===== src/rtl/ser2ph_tx.sv =====
module ser2ph_tx #(
  parameter int CNT_W = 3
) (
  input  logic             clk,
  input  logic             rst_n,
  input  logic             bclk_en,
  input  logic             fsync,
  input  logic [2:0]       len1_code,
  input  logic [2:0]       len2_code,
  input  logic [CNT_W-1:0] cnt1,
  input  logic [CNT_W-1:0] cnt2,
  input  logic             one_phase,
  input  logic [1:0]       fmt_mode,
  input  logic             fs_ignore,
  input  logic [31:0]      word_in,
  input  logic             word_valid,
  output logic             word_ready,
  output logic             sdo,
  output logic             frame_active,
  output logic             cfg_err,
  output logic             underrun
);
  localparam int WW = 32;
  localparam int BW = $clog2(WW);

  function automatic logic [BW:0] code_bits(input logic [2:0] c);
    return (c == 3'd5) ? (BW+1)'(WW) : (BW+1)'(8) + {1'b0, c, 2'b00};
  endfunction

  logic [WW-1:0]    shreg, last_word;
  logic [BW-1:0]    bitcnt;
  logic [CNT_W-1:0] elem_left;
  logic             phase, lsb_q, active;

  wire bad_len  = (len1_code[2:1] == 2'b11) || (!one_phase && len2_code[2:1] == 2'b11);
  wire bad_mode = (fmt_mode != 2'b00) && (len1_code != 3'd0 || (!one_phase && len2_code != 3'd0));
  wire cfg_bad  = bad_len || bad_mode;

  wire elem_end   = active && (bitcnt == '0);
  wire frame_last = (elem_left == '0) && (phase || one_phase);
  wire start_req  = fsync && (!active || !fs_ignore || (elem_end && frame_last));
  wire next_load  = elem_end && !frame_last;

  assign word_ready = bclk_en && ((start_req && !cfg_bad) || (!start_req && next_load));

  wire [2:0]    nxt_code = start_req ? len1_code :
                           ((elem_left == '0 || phase) ? len2_code : len1_code);
  wire [BW:0]   nlen  = code_bits(nxt_code);
  wire [BW:0]   pad   = (BW+1)'(WW) - nlen;
  wire [WW-1:0] ldata = word_valid ? word_in : last_word;
  wire          nlsb  = start_req ? (fmt_mode == 2'b01) : lsb_q;

  assign frame_active = active;
  assign sdo = active && (lsb_q ? shreg[0] : shreg[WW-1]);

  always_ff @(posedge clk or negedge rst_n) begin
    if (!rst_n) begin
      shreg     <= '0;
      last_word <= '0;
      bitcnt    <= '0;
      elem_left <= '0;
      phase     <= 1'b0;
      lsb_q     <= 1'b0;
      active    <= 1'b0;
      cfg_err   <= 1'b0;
      underrun  <= 1'b0;
    end else if (bclk_en) begin
      if (word_ready) begin
        last_word <= ldata;
        underrun  <= !word_valid;
        bitcnt    <= BW'(nlen - 1'b1);
        shreg     <= nlsb ? ldata : (ldata << pad);
      end
      if (start_req) begin
        cfg_err   <= cfg_bad;
        active    <= !cfg_bad;
        phase     <= 1'b0;
        elem_left <= cnt1;
        lsb_q     <= (fmt_mode == 2'b01);
        if (cfg_bad) shreg <= '0;
      end else if (active) begin
        if (bitcnt != '0) begin
          bitcnt <= bitcnt - 1'b1;
          shreg  <= lsb_q ? (shreg >> 1) : (shreg << 1);
        end else if (frame_last) begin
          active <= 1'b0;
          shreg  <= '0;
        end else if (elem_left == '0) begin
          phase     <= 1'b1;
          elem_left <= cnt2;
        end else begin
          elem_left <= elem_left - 1'b1;
        end
      end
    end
  end
endmodule



===== config.mk =====
export PLATFORM = sky130hd
export DESIGN_NAME = ser2ph_tx
export DESIGN_NICKNAME = d
export VERILOG_FILES = /design/src/rtl/ser2ph_tx.sv
export SDC_FILE = /design/constraint.sdc
export NUM_CORES = 1
export LEC_CHECK = 0
export CAP_MARGIN = 20
export CORE_MARGIN = 1
export CORE_UTILIZATION = 35
export DETAILED_ROUTE_END_ITERATION = 6
export DONT_BUFFER_PORTS = 1
export GPL_TIMING_DRIVEN = 0
export PLACE_DENSITY = 0.54
export SYNTH_ARGS = -nofsm -noshare
export SYNTH_HDL_FRONTEND = slang
export SYNTH_SLANG_ARGS = --single-unit
export TNS_END_PERCENT = 10

===== constraint.sdc =====
create_clock -name clk -period 11.4 [get_ports clk]
set_input_delay 1.14 -clock clk [delete_from_list [all_inputs] [get_ports clk]]
set_output_delay 1.14 -clock clk [all_outputs]
set_load 0.02 [all_outputs]

# --- Yosys cells after proc, flatten, opt, wreduce, memory -nomap -nowiden ---
# Cells that the tools add are included.
word_totals:
  regBits: 77
  inputBits: 53
  output_inout_bits: 5
  wordCells: 92
classes:
  n_addsub: 5
  eq_ne: 6
  shift: 1
  mux: 32
  reduce_logical: 39
op_table:
  columns: ["operator", "count"]
  rows:
  - ["$mux W32", 9]
  - ["$shl A32 B6 Y32", 1]
  - ["$mux W3", 7]
  - ["$mux W5", 4]
  - ["$logic_and A1 B1 Y1", 12]
  - ["$mux W1", 11]
  - ["$sub A5 B1 Y5 const B", 2]
  - ["$logic_or A1 B1 Y1", 8]
  - ["$logic_not A1 Y1", 7]
  - ["$add A4 B5 Y6 const A", 1]
  - ["$mux W6", 1]
  - ["$reduce_bool A2 Y1", 3]
  - ["$reduce_bool A3 Y1", 2]
  - ["$sub A6 B6 Y6 const A", 1]
  - ["$logic_not A5 Y1", 1]
  - ["$reduce_and A5 Y1", 1]
  - ["$reduce_bool A5 Y1", 1]
  - ["$eq A2 B2 Y1 const B", 2]
  - ["$reduce_and A2 Y1", 2]
  - ["$reduce_and A4 Y1", 1]
  - ["$eq A3 B3 Y1 const B", 1]
  - ["$logic_not A3 Y1", 1]
  - ["$sub A3 B1 Y3 const B", 1]
  - ["$eq A2 B1 Y1 const B", 1]
  - ["2 further kinds", 2]

# --- Longest topological paths before layout ---
# Gate-level depths: netlist of the first run.
depth:
  depth_word: 16
  depth_mapped: 20
  depth_no_buf: 16

# --- Worst setup path before layout of the first run ---
# OpenSTA, ideal clock, no wires.
synth_path:
  kind: "input port to flip-flop"
  from: "input port one_phase"
  to: "register shreg[27]"
  setup_time_ns: 0.087
  arrival_ns: 4.201
  required_time_ns: 11.313
  setup_slack_ns: 7.112
  stages: 12
  n_path_buf: 2
  cell_sequence: "nor2_1 -> o311ai_4 -> a21oi_1 -> mux2_2 -> ha_1 -> or3_1 -> buf_2 -> a21o_1 -> buf_6 -> mux2_4 -> a221o_1 -> a211oi_2"
synth_between:
  elab_chain_len: 16
  elab_cells_between_ends: 34
  cone_classes: "add/sub: 2; eq/ne: 1; shift: 1; mux: 10; reduce/logical: 20"
synth_rtl:
  columns: ["element", "line", "source"]
  rows:
  - ["from (decl)", "12", "input logic one_phase,"]
  - ["$logic_or A1 B1 Y1", "40", "wire frame_last = (elem_left == '0) && (phase || one_phase);"]
  - ["$logic_and A1 B1 Y1", "40", null]
  - ["$logic_and A1 B1 Y1", "41", "wire start_req = fsync && (!active || !fs_ignore || (elem_end && frame_last));"]
  - ["$logic_or A1 B1 Y1", "41", null]
  - ["$logic_and A1 B1 Y1", "41", null]
  - ["$mux W3", "46", "wire [2:0] nxt_code = start_req ? len1_code :"]
  - ["$add A4 B5 Y6 / $eq A3 B3 Y1 (equally long branches)", "27", "return (c == 3'd5) ? (BW+1)'(WW) : (BW+1)'(8) + {1'b0, c, 2'b00};"]
  - ["$mux W6", "27", null]
  - ["$sub A6 B6 Y6", "49", "wire [BW:0] pad = (BW+1)'(WW) - nlen;"]
  - ["$shl A32 B6 Y32", "72", "shreg <= nlsb ? ldata : (ldata << pad);"]
  - ["$mux W32", "72", null]
  - ["$mux W32", "68", "if (word_ready) begin"]
  - ["$mux W32", "85", "end else if (frame_last) begin"]
  - ["$mux W32", "82", "if (bitcnt != '0) begin"]
  - ["$mux W32", "81", "end else if (active) begin"]
  - ["$mux W32 (*)", "74", "if (start_req) begin"]
  - ["to (signal assigned)", "72", null]
  - ["to (signal assigned)", "84", "shreg <= lsb_q ? (shreg >> 1) : (shreg << 1);"]
  - ["to (decl)", "30", "logic [WW-1:0] shreg, last_word;"]
# Mark *: on every way between the ends. The rest lies on a longest branch, timed or not.
# A chain may end at the register's enable or synchronous reset.

# --- Worst setup path in the final report of the first run ---
layout_path:
  from: "register bitcnt[0]"
  to: "output port word_ready"
layout_between:
  elab_chain_len: 9
  elab_cells_between_ends: 11
  cone_classes: "reduce/logical: 11"
layout_rtl:
  columns: ["element", "line", "source"]
  rows:
  - ["from (decl)", "31", "logic [BW-1:0] bitcnt;"]
  - ["from (signal assigned)", "71", "bitcnt <= BW'(nlen - 1'b1);"]
  - ["from (signal assigned)", "83", "bitcnt <= bitcnt - 1'b1;"]
  - ["$logic_not A5 Y1 (*)", "39", "wire elem_end = active && (bitcnt == '0);"]
  - ["$logic_and A1 B1 Y1 (*)", "39", null]
  - ["$logic_and A1 B1 Y1", "41", null]
  - ["$logic_or A1 B1 Y1", "41", null]
  - ["$logic_and A1 B1 Y1", "41", null]
  - ["$logic_not A1 Y1", "44", "assign word_ready = bclk_en && ((start_req && !cfg_bad) || (!start_req && next_load));"]
  - ["$logic_and A1 B1 Y1", "44", null]
  - ["$logic_or A1 B1 Y1 (*)", "44", null]
  - ["$logic_and A1 B1 Y1 (*)", "44", null]
  - ["to (decl)", "17", "output logic word_ready,"]
# Marks and branches as above.

==> summary.txt, run 1 <==
Run status
  – Status: finished clean

Yosys
  – Synth top area share: 31.10%
  – Syn Inst Count: 726
  – Synth unique cells: 69
  – Async set-or-reset flop fraction in the synthesized netlist: 100.0%
  – Post-synthesis register bit count: 77
  – Syn_area_per_cell: 8.533 um^2
  – Syn nets: 785
  – Top-count cell post-synth: nand2_1
  – Seq/Total Area, Yosys: 31.10%
  – Number of synthesized flops with an enable pin: 0
  – Yosys warning total: 0
  – Syn Std Cell Area: 6195 um^2
  – Biggest area consumer among synthesized cells: dfrtp_1
  – Top post-synthesis cells by count: nand2_1, dfrtp_1, o21ai_0
  – Synth Flop Type: dfrtp_1
  – Largest cells by area after synthesis: dfrtp_1, mux2i_1, mux2_2, o21ai_0, nand2_1

STA
  – Final min period: 5.464 ns
  – Fmax: 183.0 MHz
  – Setup Skew: 0.007049 ns
  – Setup_tns: 0 ns
  – Setup ws final: 5.936 ns
  – Final worst-path cycle share: 47.93%
  – Final Setup Violations: 0
  – Relative slew slack: 35.16%
  – RSZ-0062 raised after global routing: false
  – Final hold violations: 0
  – Hold WS: 0.4751 ns
  – Slew @ Worst Pin: 0.9726 ns
  – Final Slew Violations: 0

Global routing
  – Vias in the first global route: 5,962
  – Initial antenna violation count: 0
  – Largest net degree at the start of global routing: 78
  – Gr usage total: 26.07%
  – Global-route wire length before repair: 35.68 mm
  – GRT overflow: 0

Critical path
  – Crit-path max cell delay: 0.75 ns
  – CP Max Fanout: 10
  – CP startpoint kind: flop
  – CP required: 10.26 ns
  – CP Capture Type: output port
  – Most used cell along the critical path: a21oi_1
  – CP arrival: 4.32 ns
  – Critical path, cell by cell: inv_1, ha_1, or4b_4, o311ai_4, a21oi_1, a21oi_1, nand2_1, inv_2, buf_1
  – Setup Crit Path Kind: flop to output port
  – Slowest cell on the critical path: a21oi_1

Floorplanning
  – FP Rows: 48
  – Die area: 18,240 um^2
  – Die W: 135.0 um
  – Core Footprint: 17,300 um^2
  – Initial Util: 35.81%
  – I/O pins: 58
  – Height of the chip: 135.0 um

Cells and area
  – Post-route cell area: 6768 um^2
  – N_diodes: 0
  – Final Util: 39.13%
  – Filler cells: 1,809
  – Multi-input logic area: 3961 um^2
  – Nets: 796
  – Post-route insts no fill: 966
  – Synth-to-Final Area Change: 9.251%
  – Share of post-route cells with drive strength above 1: 11.61%
  – FF/Latch Area: 1927 um^2

Placed design
  – RePlAce Congestion: 0.9181
  – Final HPWL DP: 17.38 mm
  – Worst slack, placed: 6.183 ns
  – Cell Area, Placed: 6476 um^2
  – Port-buffer cells: 0
  – Cell total after placement: 951

Routing
  – DRT antenna net count: 0
  – DRT Pass-1 Iters: 5
  – DRT Wirelength: 22.73 mm
  – DR vias/cell: 6.242
  – Initial DRC count: 610
  – Routed wire per std cell: 23.53 um
  – Via Count: 6,030
  – DRC viols: 0

Clocking
  – CTS buffer count: 9
  – Postcts setup bufs: 0
  – # resized after CTS: 0
  – TritonCTS Sinks: 77
  – CTS Hold Bufs: 0
  – H-tree Lvls: 3
  – Clock Pin Slew Worst Setup and Hold Paths: 0.06 ns
  – CTS max path bufs: 2
  – Root Buffer: clkbuf_16
  – Worst skew pair latency: 0.35 ns
  – CTS tree: yes

Flow run
  – # Max-Cap Violations: 0

Pwr
  – Leakage: 2.719 nW
  – Max IR drop VDD: 0.00006999 V
  – P per Cell Area: 172.4 nW/um^2
  – Final Power: 1.167 mW

Hold path
  – Min-delay worst type: input pin to asynchronous set/reset pin
-- registers in the layout, indices dropped and copies added (netlist names) --
register,flops
bitcnt,5
last_word,32
elem_left,3
shreg,32
cfg_err,1
lsb_q,1
frame_active,1
phase,1
underrun,1
-- cells in the final DEF (no fill, tap or decap), types with 19 or more instances in the layout --
master and instances:
mux2_2 36, nor2_1 61, dfrtp_1 77, mux2i_1 64, a21oi_1 50, o21ai_0 70
clkbuf_1 39, nand2_1 89, a211oi_1 20, nand3_1 19
-- per-layer routing --
metal | track usage [%] | vias to the layer above | part of all wire [%]
met1 | 34.96 | 2962 | 44
met5 | 0 | - | 0
li1 | - | 2747 | -
met2 | 39.32 | 260 | 45
met4 | 13.23 | 0 | 4.0
met3 | 5.781 | 61 | 7.3
-- worst paths after layout --
kind | from | endpoint | slack [ns] | cells after the start
worst min register to register | last_word[0] | last_word[0] | 0.48 | 2
worst max register to register | elem_left[0] | shreg[25] | 6.77 | 17
worst min-delay path | rst_n | last_word[25] | 0.48 | 0
max in group asynchronous | rst_n | bitcnt[3] | 10.76 | 0
worst max-delay path | bitcnt[0] | word_ready | 5.94 | 9
min in group clk | last_word[0] | last_word[0] | 0.48 | 2
-- critical path, delay by kind of cell (launching register included) --
kind	cells	cell delay [ns]
adders and majority gates	1	0.17
buffers and inverters	3	1.11
DFF	1	0.42
and+or+nand+nor	2	0.95
AOI/OAI and AO/OA	3	1.32
-- layout make-up --
type	count	area share (%)
sequential	77	28.47
inverter	16	0.8874
buffer	59	3.642
clock buffer	11	3.587
clock inverter	4	0.7210
multi-input combinational	574	58.53
tap	225	4.160
-- kinds of logic (layout without fill, tap and decap cells) --
logic type / after synthesis / count (layout) / share of synthesized area, %
AOI/OAI and AO/OA: 239 / 239 / 25.37
xor gates and xnor gates: 1 / 1 / 0.1414
adders and majority gates: 6 / 6 / 1.212
buffers and inverters: 75 / 90 / 4.949
DFF: 77 / 77 / 31.10
muxes: 117 / 117 / 22.22
and+or+nand+nor: 211 / 211 / 15.01
-- report_power, final --
part           internal [mW]  switching (mW)  total, mW
combinational          0.179           0.281      0.460
clock                  0.174           0.121      0.295
sequential             0.347          0.0645      0.412
Power figures use the tool's default switching activity.
==> run 2: changes to the inputs <==
ABC_AREA = 1   (was not set)
PLACE_DENSITY = 0.56   (was 0.54)
clock period = 4.7 ns   (was 11.4 ns; I/O delays follow)
==> summary.txt, run 2 <==
Yosys
  – Biggest area consumer among synthesized cells: dfrtp_1
  – Async set-or-reset flop fraction in the synthesized netlist: 100.0%
  – Largest cells by area after synthesis: dfrtp_1, nand2_1, nand3_1, o21ai_0, a21oi_1
  – Synth Flop Type: dfrtp_1
  – Post-synthesis register bit count: 77
  – Top-count cell post-synth: nand2_1
  – Seq/Total Area, Yosys: 31.49%
  – Yosys warning total: 0
  – Number of synthesized flops with an enable pin: 0
  – Syn nets: 977
  – Top post-synthesis cells by count: nand2_1, nand3_1, o21ai_0
  – Synth unique cells: 36
  – Syn Std Cell Area: 6120 um^2
  – Syn_area_per_cell: 6.666 um^2
  – Synth top area share: 31.49%
  – Syn Inst Count: 918

Global routing
  – Gr usage total: 23.49%
  – Met1 Track Usage GR: 32.40%
  – GR Util met3: 3.666%
  – GR Util met2: 36.47%
  – Largest net degree at the start of global routing: 78
  – Vias in the first global route: 6,135
  – GRT overflow: 0
  – Global-route wire length before repair: 32.82 mm
  – Grt peak-use layer: met2
  – Initial antenna violation count: 0

STA
  – Relative slew slack: 49.56%
  – Final min period: 3.876 ns
  – Setup_tns: 0 ns
  – Final worst-path cycle share: 82.47%
  – RSZ-0062 raised after global routing: false
  – Final hold violations: 2
  – Final Setup Violations: 0
  – Slew @ Worst Pin: 0.7566 ns
  – Setup Skew: 0.004899 ns
  – Fmax: 258.0 MHz
  – Hold WS: -0.0002114 ns
  – Final Slew Violations: 0

Cells and area
  – Share of post-route cells with drive strength above 1: 10.48%
  – Multi-input logic area: 3649 um^2
  – N_diodes: 0
  – Final Util: 39.90%
  – Commonest non-fill, non-tap cell in the layout: nand2_1
  – FF/Latch Area: 1927 um^2
  – Filler cells: 1,853
  – Nets: 989
  – Most frequent cells in the layout: nand2_1, nand3_1, o21ai_0
  – Top Registers: last_word: 32 flops, shreg: 32 flops, bitcnt: 5 flops
  – Synth-to-Final Area Change: 9.671%

Critical path
  – Setup Crit Path Kind: flop to flop
  – CP arrival: 4.16 ns
  – CP startpoint kind: flop
  – Crit Reg-Reg Startpoint: elem_left[0]
  – CP Max Fanout: 10
  – Worst reg2reg setup slack: 0.82 ns
  – Reg2reg end: shreg[18]
  – CP required: 4.98 ns
  – Reg2Reg Depth: 23
  – CP Capture Type: flop

Clocking
  – Worst skew pair latency: 0.35 ns
  – H-tree Lvls: 3
  – Root Buffer: clkbuf_16
  – CTS tree: yes
  – CTS buffer count: 9
  – CTS max path bufs: 2
  – CTS Hold Bufs: 1
  – # resized after CTS: 0
  – Postcts setup bufs: 0
  – TritonCTS Sinks: 77
  – Clock Pin Slew Worst Setup and Hold Paths: 0.06 ns

Placed design
  – RePlAce Congestion: 0.9395
  – Final HPWL DP: 14.97 mm
  – Port-buffer cells: 0

Pwr
  – P per Cell Area: 450.2 nW/um^2
  – Leakage: 3.147 nW
  – Max IR drop VDD: 0.0002583 V

Routing
  – Routed wire per std cell: 17.61 um
  – Via Count: 6,437
  – Initial DRC count: 726
  – DRT antenna net count: 0
  – DRC viols: 0
  – DRT Wirelength: 20.35 mm
  – DR vias/cell: 5.573
  – DRT Pass-1 Iters: 6

Floorplanning
  – Core Footprint: 16,820 um^2
  – Initial Util: 36.39%
  – I/O pins: 58
  – Die area: 18,020 um^2
  – FP Rows: 47
  – Height of the chip: 134.2 um
  – Die W: 134.2 um

Hold path
  – Min-delay worst type: input pin to asynchronous set/reset pin

Run status
  – Violated checks: negative hold slack
  – Status: finished with violations

Flow run
  – # Max-Cap Violations: 0
==> run 2: cell types whose count changed after synthesis, moves of 12 or more <==
| cell | change |
|---|---|
| a211oi_1 | -20 |
| nand2_2 | +14 |
| a21oi_1 | +15 |
| a31oi_1 | -13 |
| a21oi_2 | +12 |
| mux4_2 | -12 |
| nor2_1 | +24 |
| mux2i_1 | -40 |
| nand3_1 | +113 |
| inv_1 | +39 |
| mux2_2 | -34 |
| o21ai_0 | +33 |
| nand2_1 | +125 |
==> run 2: cells by family (layout without fill, tap and decap cells) <==
logic type / count (synthesis) / in the layout / share of synthesized area (%)
AND/OR/NAND/NOR: 479 / 479 / 35.43
buffers and inverters: 123 / 140 / 8.894
multiplexers: 26 / 26 / 4.294
AO/OA/AOI/OAI: 203 / 203 / 18.09
flip-flops: 77 / 77 / 31.49
adder cells (fa/ha/maj): 6 / 6 / 1.227
XOR/XNOR: 4 / 4 / 0.5726
==> run 2: metal layers <==
layer  wire [um]  up-vias
li1            -     3093
met1        9325     3056
met2        9083      242
met3        1340       46
met4         595        0
met5           0        -
==> run 2: through the flow <==
step / cell area [um^2] / hold WS [ns] / std cells / worst slack, ns / power (mW)
CTS: 6711 / 0.03394 / 1155 / 0.8946 / 3.009
finish: 6711 / -0.0002114 / 1155 / 0.8241 / 3.021
global route: 6711 / 0.03670 / 1155 / 0.5902 / 3.244
floorplan: 6120 / 0.1744 / 918 / 1.731 / 1.944
detailed placement: 6395 / 0.1774 / 1138 / 0.9248 / 2.286
global placement: 6395 / 0.1769 / 1138 / 0.9454 / 2.278
==> run 2: power by group <==
part	leakage [nW]	internal [mW]	switching [mW]
clock	0.146	0.401	0.294
sequential	0.959	0.843	0.124
combinational	2.04	0.451	0.909
total	3.15	1.69	1.33
==> run 2: how the worst max path moves through the flow <==
stage	start	cells past startpoint	slack, ns	end
after detailed placement	elem_left[0]	23	0.92	shreg[18]
after floorplan	elem_left[0]	23	1.73	shreg[17]
after CTS	elem_left[0]	23	0.89	shreg[18]
final	elem_left[0]	23	0.82	shreg[18]
after global placement	elem_left[0]	23	0.95	shreg[18]
after global routing	elem_left[0]	23	0.59	shreg[18]
==> run 2: area by class of cell <==
cell class,instances,share of cell area (%)
multi-input cells,718,54.36
flip-flops and latches,77,28.71
plain buffers,62,4.698
well taps,220,4.101
clock buffers,13,4.027
inverters,61,3.412
repair buffers,1,0.4101
clock inverters,3,0.2796
==> run 2: worst max-delay path, stage by stage, from the launching register on <==
cell and delay, ns:
dfrtp_1 0.37, inv_1 0.09, ha_1 0.20, nand2_4 0.10
nor2_4 0.14, nand2_4 0.07, nand3_4 0.08, nand2_4 0.06
buf_6 0.15, nand2_2 0.06, nand2_2 0.10, inv_2 0.10
buf_6 0.15, buf_6 0.16, ha_1 0.24, clkbuf_1 0.21
inv_1 0.20, buf_1 0.48, nand3_1 0.21, nand2_1 0.17
nand3_1 0.13, nand2_1 0.14, nand2_1 0.08, a21oi_2 0.11
